**src/rtl/pxsel_pkg.sv**
```systemverilog
package pxsel_pkg;
  localparam int CH_W  = 8;
  localparam int PIX_W = 32;

  typedef struct packed {
    logic [CH_W-1:0] r;
    logic [CH_W-1:0] g;
    logic [CH_W-1:0] b;
  } rgb_t;

  // tag sits in the top byte of the control word
  function automatic logic tag_is_direct(input logic [31:0] ctrl, input logic [7:0] tag);
    return ctrl[31:24] == tag;
  endfunction

  // direct word: [23:16] blue, [15:8] green, [7:0] red, top byte unused
  function automatic rgb_t direct_to_rgb(input logic [31:0] w);
    rgb_t c;
    c.r = w[7:0];
    c.g = w[15:8];
    c.b = w[23:16];
    return c;
  endfunction

  function automatic logic [PIX_W-1:0] pack_pixel(input rgb_t c, input logic bgr);
    if (bgr) return {8'h00, c.b, c.g, c.r};
    return {8'h00, c.r, c.g, c.b};
  endfunction
endpackage

```
**src/rtl/pxsel_stage_in.sv**
```systemverilog
module pxsel_stage_in
  import pxsel_pkg::*;
#(
  parameter int IDX_W = 8
) (
  input  logic             clk,
  input  logic             rst,
  input  logic             in_valid,
  output logic             in_ready,
  input  logic [IDX_W-1:0] in_index,
  input  logic [31:0]      in_direct,
  input  logic [31:0]      in_ctrl,
  input  logic             down_room,
  output logic             s1_valid,
  output logic [31:0]      s1_direct,
  output logic [31:0]      s1_ctrl,
  output rgb_t             s1_pal,
  output logic             pal_req_valid,
  output logic [IDX_W-1:0] pal_req_addr,
  input  logic [23:0]      pal_rsp_data
);
  logic accept;
  logic rsp_fresh;
  rgb_t rsp_hold;

  assign in_ready      = !s1_valid || down_room;
  assign accept        = in_valid && in_ready;
  assign pal_req_valid = accept;
  assign pal_req_addr  = in_index;

  always_ff @(posedge clk) begin
    if (rst) begin
      s1_valid  <= 1'b0;
      s1_direct <= '0;
      s1_ctrl   <= '0;
      rsp_fresh <= 1'b0;
      rsp_hold  <= '0;
    end else begin
      rsp_fresh <= accept;
      if (rsp_fresh) rsp_hold <= rgb_t'(pal_rsp_data);
      if (in_ready) begin
        s1_valid <= in_valid;
        if (in_valid) begin
          s1_direct <= in_direct;
          s1_ctrl   <= in_ctrl;
        end
      end
    end
  end

  // the answer is live only in the cycle after the request
  assign s1_pal = rsp_fresh ? rgb_t'(pal_rsp_data) : rsp_hold;
endmodule

```
**src/rtl/pxsel_form.sv**
```systemverilog
module pxsel_form
  import pxsel_pkg::*;
#(
  parameter logic [7:0] TAG_DIRECT = 8'h03
) (
  input  logic [31:0]      ctrl,
  input  logic [31:0]      direct,
  input  rgb_t             pal,
  input  logic             bgr,
  output logic             is_direct,
  output logic [PIX_W-1:0] pixel
);
  rgb_t chosen;
  always_comb begin
    is_direct = tag_is_direct(ctrl, TAG_DIRECT);
    chosen    = is_direct ? direct_to_rgb(direct) : pal;
    pixel     = pack_pixel(chosen, bgr);
  end
endmodule

```
**src/rtl/pxsel_stage_out.sv**
```systemverilog
module pxsel_stage_out
  import pxsel_pkg::*;
(
  input  logic             clk,
  input  logic             rst,
  input  logic             s1_valid,
  input  logic [PIX_W-1:0] pixel_in,
  output logic             room,
  output logic             take,
  output logic             out_valid,
  input  logic             out_ready,
  output logic [PIX_W-1:0] out_pixel
);
  assign room = !out_valid || out_ready;
  assign take = s1_valid && room;

  always_ff @(posedge clk) begin
    if (rst) begin
      out_valid <= 1'b0;
      out_pixel <= '0;
    end else if (room) begin
      out_valid <= s1_valid;
      if (s1_valid) out_pixel <= pixel_in;
    end
  end
endmodule

```
**src/rtl/pxsel_top.sv**
```systemverilog
module pxsel_top
  import pxsel_pkg::*;
#(
  parameter int         IDX_W      = 8,
  parameter logic [7:0] TAG_DIRECT = 8'h03
) (
  input  logic             clk,
  input  logic             rst,
  input  logic             cfg_bgr,
  input  logic             in_valid,
  output logic             in_ready,
  input  logic [IDX_W-1:0] in_index,
  input  logic [31:0]      in_direct,
  input  logic [31:0]      in_ctrl,
  output logic             pal_req_valid,
  output logic [IDX_W-1:0] pal_req_addr,
  input  logic [23:0]      pal_rsp_data,
  output logic             out_valid,
  input  logic             out_ready,
  output logic [31:0]      out_pixel
);
  logic             s1_valid;
  logic [31:0]      s1_direct;
  logic [31:0]      s1_ctrl;
  rgb_t             s1_pal;
  logic             s1_is_direct;
  logic [PIX_W-1:0] s1_pixel;
  logic             s2_room;
  logic             s1_take;
  logic             accept;

  assign accept = in_valid && in_ready;

  pxsel_stage_in #(.IDX_W(IDX_W)) u_in (
    .clk(clk), .rst(rst),
    .in_valid(in_valid), .in_ready(in_ready),
    .in_index(in_index), .in_direct(in_direct), .in_ctrl(in_ctrl),
    .down_room(s2_room),
    .s1_valid(s1_valid), .s1_direct(s1_direct), .s1_ctrl(s1_ctrl), .s1_pal(s1_pal),
    .pal_req_valid(pal_req_valid), .pal_req_addr(pal_req_addr),
    .pal_rsp_data(pal_rsp_data)
  );

  pxsel_form #(.TAG_DIRECT(TAG_DIRECT)) u_form (
    .ctrl(s1_ctrl), .direct(s1_direct), .pal(s1_pal), .bgr(cfg_bgr),
    .is_direct(s1_is_direct), .pixel(s1_pixel)
  );

  pxsel_stage_out u_out (
    .clk(clk), .rst(rst),
    .s1_valid(s1_valid), .pixel_in(s1_pixel),
    .room(s2_room), .take(s1_take),
    .out_valid(out_valid), .out_ready(out_ready), .out_pixel(out_pixel)
  );
endmodule

```
**config.mk**
```make
export PLATFORM = sky130hd
export DESIGN_NAME = pxsel_top
export DESIGN_NICKNAME = d
export VERILOG_FILES = /design/src/rtl/pxsel_pkg.sv /design/src/rtl/pxsel_stage_in.sv /design/src/rtl/pxsel_form.sv /design/src/rtl/pxsel_stage_out.sv /design/src/rtl/pxsel_top.sv
export SDC_FILE = /design/constraint.sdc
export NUM_CORES = 1
export LEC_CHECK = 0
export BUFFER_PORTS_ARGS = -buffer_cell sky130_fd_sc_hd__buf_2
export CAP_MARGIN = 20
export CORE_UTILIZATION = 46
export CTS_BUF_LIST = sky130_fd_sc_hd__clkbuf_2 sky130_fd_sc_hd__clkbuf_4 sky130_fd_sc_hd__clkbuf_8
export DETAILED_ROUTE_END_ITERATION = 10
export PLACE_DENSITY = 0.8
export REMOVE_ABC_BUFFERS = 1
export SYNTH_ARGS = -nofsm -noshare
export SYNTH_HDL_FRONTEND = slang
export SYNTH_SLANG_ARGS = --single-unit
```
**constraint.sdc**
```tcl
create_clock -name clk -period 1.4 [get_ports clk]
set_input_delay 0.14 -clock clk [delete_from_list [all_inputs] [get_ports clk]]
set_output_delay 0.14 -clock clk [all_outputs]
set_load 0.005 [all_outputs]
```
# Yosys cells after proc, flatten, opt, wreduce, memory -nomap -nowiden
# Index checks and enable logic that the tools add are counted.
# classes
n_eq_ne	1
mux	5
n_reduce_logical	7
# op_table
op	count
$mux W32	2
$mux W24	2
$eq A8 B2 Y1 const B	1
$reduce_and A2 Y1	2
$logic_not A1 Y1	2
$logic_or A1 B1 Y1	2
$logic_and A1 B1 Y1	1
$mux W1	1
# totals
in_bits	101
register_bits	115

# Depth between registers and ports, before layout
# logic_depth
ltp_word	4
mapped_depth	6
mapped_depth_nobuf	5

# By module
# Synthesis repeated with hierarchy kept, for this count alone.
# unflattened
hier_cells	576
hier_area_um2	6140.9
# modules_own_cells
module	cells_each	seq_area_each_um2	area_per_inst_um2	instances
pxsel_stage_in	385	1801.7	3905.0	1
pxsel_stage_out	151	660.6	1599.0	1
pxsel_form	40	0.0	636.9	1

# Least setup slack after synthesis
# Ideal clock, no wire load.
# synth_path
kind	register to register
startpoint	register u_in.s1_ctrl[31]
endpoint	register u_out.out_pixel[12]
synth_period_minus_slack_ns	1.495
setup_slack_ns	-0.095
stages_incl_launch_ff	6
n_path_buf	1
required_time_ns	1.324
t_arrival_ns	1.420
path_cell_list	dfxtp_1 -> nor4_2 -> nand4_2 -> buf_6 -> mux2_1 -> o22ai_1
# synth_between
elab_chain_len	4
# synth_lines
item	line	source
start, declared	pxsel_stage_in.sv:16	output logic [31:0] s1_ctrl,
start signal, assigned	pxsel_stage_in.sv:45	s1_ctrl <= in_ctrl;
$eq A8 B2 Y1 *	pxsel_pkg.sv:13	return ctrl[31:24] == tag;
$mux W24 *	pxsel_form.sv:16	chosen = is_direct ? direct_to_rgb(direct) : pal;
$mux W32	pxsel_pkg.sv:26	if (bgr) return {8'h00, c.b, c.g, c.r};
$mux W32 *	pxsel_pkg.sv:27	return {8'h00, c.r, c.g, c.b};
end signal, assigned	pxsel_stage_out.sv:23	if (s1_valid) out_pixel <= pixel_in;
end, declared	pxsel_stage_out.sv:12	output logic [PIX_W-1:0] out_pixel
# Mark *: on every way between the ends. The rest lies on a longest branch, timed or not. The select of a mux whose other input is x is not followed.
# A chain may end at the register's enable or synchronous reset.

# Final worst setup path
# layout_path
startpoint	register u_in.s1_ctrl[31]
endpoint	register u_out.out_pixel[13]
# The elaborated chain is that of the path after synthesis.

==> flow_metrics.env <==
export IMPL_outcome="finished with violations"
export IMPL_violations="setup timing"
export IMPL_grt_usage_pct=21.47
export IMPL_drive_gt1_share_pct=32.94
export IMPL_remaining_drc_errors=0
export IMPL_hold_start="in_ctrl[29]"
export IMPL_finalMaxSlewViolations=0
export IMPL_dp_cells=582
export IMPL_numPortBuffers=87
export IMPL_ys_seq_area_share_pct=43.27
export IMPL_dp_slack_ns=-0.1770
export IMPL_reg2reg_setup_slack_ns=-0.15
export IMPL_synthFlopType="dfxtp_1"
export IMPL_htreeDepth=3
export IMPL_whs_path_depth=3
export IMPL_cp_buffers_inverters=1
export IMPL_dr_pass1_iters=4
export IMPL_yosys_top_cells_count="dfxtp_1 (83), nand2_1 (80), nor2_1 (40), a21oi_1 (34), nand2b_1 (27)"
export IMPL_rsz0062_at_grt="true"
export IMPL_synth_top_area_share_pct=43.27
export IMPL_wirelength_um=8970
export IMPL_cpMaxStageDelayCell="dfxtp_2"
export IMPL_routed_top_layer="met4"
export IMPL_internal_power_uw=3986
export IMPL_timing_rr_end="u_out.out_pixel[13]$_SDFFE_PP0P_"
export IMPL_seqPwrFrac_pct=48.8
export IMPL_hp_class="in2reg"
export IMPL_cts_sinks=83
export IMPL_clk_pin_slew_worst_paths_ns=0.08
export IMPL_fill_cells=669
export IMPL_grt_pass1_wl_um=14500
export IMPL_synth_seq_cells=83
export IMPL_routedWlPerCell_um=14.80
export IMPL_holdWs_ns=0.02498
export IMPL_cts_tree="built"
export IMPL_grt_start_max_net_pins=49
export IMPL_drv_cap=0
export IMPL_clock_path_buffers=2
export IMPL_worstPathMaxFanout=5
export IMPL_synth_area_leaders="dfxtp_1 (43%), mux4_2 (9.4%), nand2_1 (7.8%)"
export IMPL_syn_area_mm2=0.003840
export IMPL_reg2reg_depth=5
export IMPL_first_global_vias=3110
export IMPL_overflow=0
export IMPL_dr_wl_met2_um=4191
export IMPL_cp_required_ns=1.67
export IMPL_die_h_um=93.37
export IMPL_netlist_instances=421
export IMPL_detail_route_antenna_nets=0
export IMPL_synthMostInstantiatedCell="dfxtp_1"
export IMPL_cp_cell_sequence="nor4_4 > nand4_2 > buf_6 > mux2_4 > o22ai_2"
export IMPL_min_period_over_period_pct=110.8
export IMPL_synth_edff_count=0
export IMPL_yosysWarnings=0
export IMPL_pwr_share_comb_pct=14.1
export IMPL_dieArea_mm2=0.008717
export IMPL_clock_power_share_pct=37.2
export IMPL_ios=144
export IMPL_area_growth_pct=24.37
export IMPL_cpPeakStageDelay_ns=0.34
export IMPL_postCtsHoldBufs=0
export IMPL_syn_avg_cell_area_um2=9.121
export IMPL_crit_path_start_kind="register"
export IMPL_core_mm2=0.007888
export IMPL_clk_latency_ns=0.35
export IMPL_numCtsBuffers=9
export IMPL_setup_slack_ns=-0.1508
export IMPL_avgViaCountPerCell=5.332
export IMPL_final_nets=600
export IMPL_start_util_pct=48.68
export IMPL_wl_met3_um=690
export IMPL_cp_depth=5
export IMPL_dp_hpwl_um=5761
export IMPL_synth_top_cell_by_area="dfxtp_1"
export IMPL_drt_iter0_drc=145
export IMPL_fin_skew_ns=0.01153
export IMPL_vias=3231
export IMPL_clockRootBuffer="clkbuf_8"
export IMPL_hold_violations=0
export IMPL_rows=32
export IMPL_swShare_pct=24.38
export IMPL_antenna_found_initial=0
export IMPL_leakagePower_uw=0.001989
export IMPL_fin_util_pct=60.55
export IMPL_fin_cells=606
export IMPL_criticalPathCategory="reg2reg"
export IMPL_cp_top_family="simple AND/OR/NAND/NOR gates"
export IMPL_max_freq_mhz=644.8
export IMPL_fp_dieW_um=93.37
export IMPL_max_vdd_ir_drop_v=0.0005995
export IMPL_power_density_mw_per_mm2=1104
export IMPL_layout_min_cycle_time_ns=1.551
export IMPL_p_sw_uw=1285
export IMPL_min_to="u_in.s1_ctrl[29]$_SDFFE_PP0P_"
export IMPL_async_flop_share_pct=0
export IMPL_r2r_start="u_in.s1_ctrl[31]$_SDFFE_PP0P_"
export IMPL_diodes=0
export IMPL_end_kind="register"
export IMPL_cp_data_arrival_time_ns=1.82
export IMPL_gp_congestion=0.7248
export IMPL_setup_violations=24
export IMPL_wl_met1_um=3990
export IMPL_yosysUniqueCellTypes=29
## how the worst max path moves through the flow
stage                                  endpoint                     startpoint  slack [ns]
2_1_floorplan   u_out.out_pixel[0]$_SDFFE_PP0P_      u_in.rsp_fresh$_SDFF_PP0_       -1.18
3_3_place_gp   u_out.out_pixel[12]$_SDFFE_PP0P_  u_in.s1_ctrl[31]$_SDFFE_PP0P_       -0.12
3_5_place_dp    u_out.out_pixel[2]$_SDFFE_PP0P_  u_in.s1_ctrl[31]$_SDFFE_PP0P_       -0.18
4_1_cts        u_out.out_pixel[12]$_SDFFE_PP0P_  u_in.s1_ctrl[31]$_SDFFE_PP0P_       -0.15
5_1_grt        u_out.out_pixel[18]$_SDFFE_PP0P_  u_in.s1_ctrl[31]$_SDFFE_PP0P_       -0.24
6_report       u_out.out_pixel[13]$_SDFFE_PP0P_  u_in.s1_ctrl[31]$_SDFFE_PP0P_       -0.15
## per-layer routing
layer | vias up | track usage, %
met5 | - | 0
met4 | 0 | 5.897
met3 | 10 | 6.504
met2 | 112 | 36.09
met1 | 1533 | 26.64
li1 | 1576 | -
## cells by family (layout without fill, tap and decap cells)
kind of cell | after synthesis | after routing | share of synthesized area, %
buf+inv | 61 | 137 | 8.504
mux | 48 | 48 | 17.99
simple gates | 154 | 154 | 17.66
compound gates | 74 | 74 | 12.48
other cells | 1 | 8 | 0.09766
flops | 83 | 83 | 43.27
## power by group through the flow
stage	registers [uW]	logic (uW)	clock network (uW)
final	2570	741	1960
after global routing	2590	823	2130
after CTS	2570	715	2010
after detailed placement	2620	687	0
after global placement	2610	667	0
after floorplan	2630	350	0
## cells in the final DEF (no fill, tap or decap), drive strengths merged, types with 2 or more instances in the layout
cell / n
a21oi: 34
a311oi: 15
buf: 110
bufinv: 2
clkbuf: 12
conb: 8
dfxtp: 83
inv: 11
mux2: 8
mux2i: 24
mux4: 16
nand2: 80
nand2b: 27
nor2: 40
o211ai: 15
o22ai: 8
## timing repair
| action | CTS | global route |
|---|---|---|
| resized for setup | 22 | 10 |
| setup endpoints to repair | 25 | 57 |
| endpoints found under the hold margin | 0 | 0 |
| pin swaps | 5 | 5 |
| buffers inserted | 1 | 4 |
| cloned | 2 | 1 |
## tightest hold or removal path, delay by kind of cell
family / cells / cell delay, ns
simple gates: 1 / 0.04
buf+inv: 1 / 0.09
compound gates: 1 / 0.05
## flip-flops by register name (all words and copies together) (netlist names)
signal / count
u_out.out_valid: 1
u_out.out_pixel: 24
u_in.s1_direct: 24
u_in.rsp_hold: 24
u_in.rsp_fresh: 1
u_in.s1_valid: 1
u_in.s1_ctrl: 8
## layout make-up
| cell class | count | area (um^2) | area share (%) |
|---|---|---|---|
| inverter | 10 | 53.80 | 1.127 |
| multi-input combinational | 284 | 1951 | 40.84 |
| timing repair buffer | 110 | 737.0 | 15.43 |
| tap | 102 | 127.6 | 2.672 |
| timing repair inverter | 1 | 8.758 | 0.1834 |
| clock inverter | 4 | 72.57 | 1.520 |
| sequential | 83 | 1667 | 34.90 |
| clock buffer | 12 | 158.9 | 3.327 |
## per-stage QoR
stage | TNS [ns] | power [uW] | instance area (um^2)
finish | -2.209 | 5272 | 4776
global placement | -2.131 | 3278 | 4337
detailed placement | -2.789 | 3308 | 4337
global route | -4.534 | 5539 | 4776
CTS | -2.563 | 5290 | 4703
floorplan | -53.72 | 2980 | 3577
Note: power is estimated with default switching activity, not from simulation.
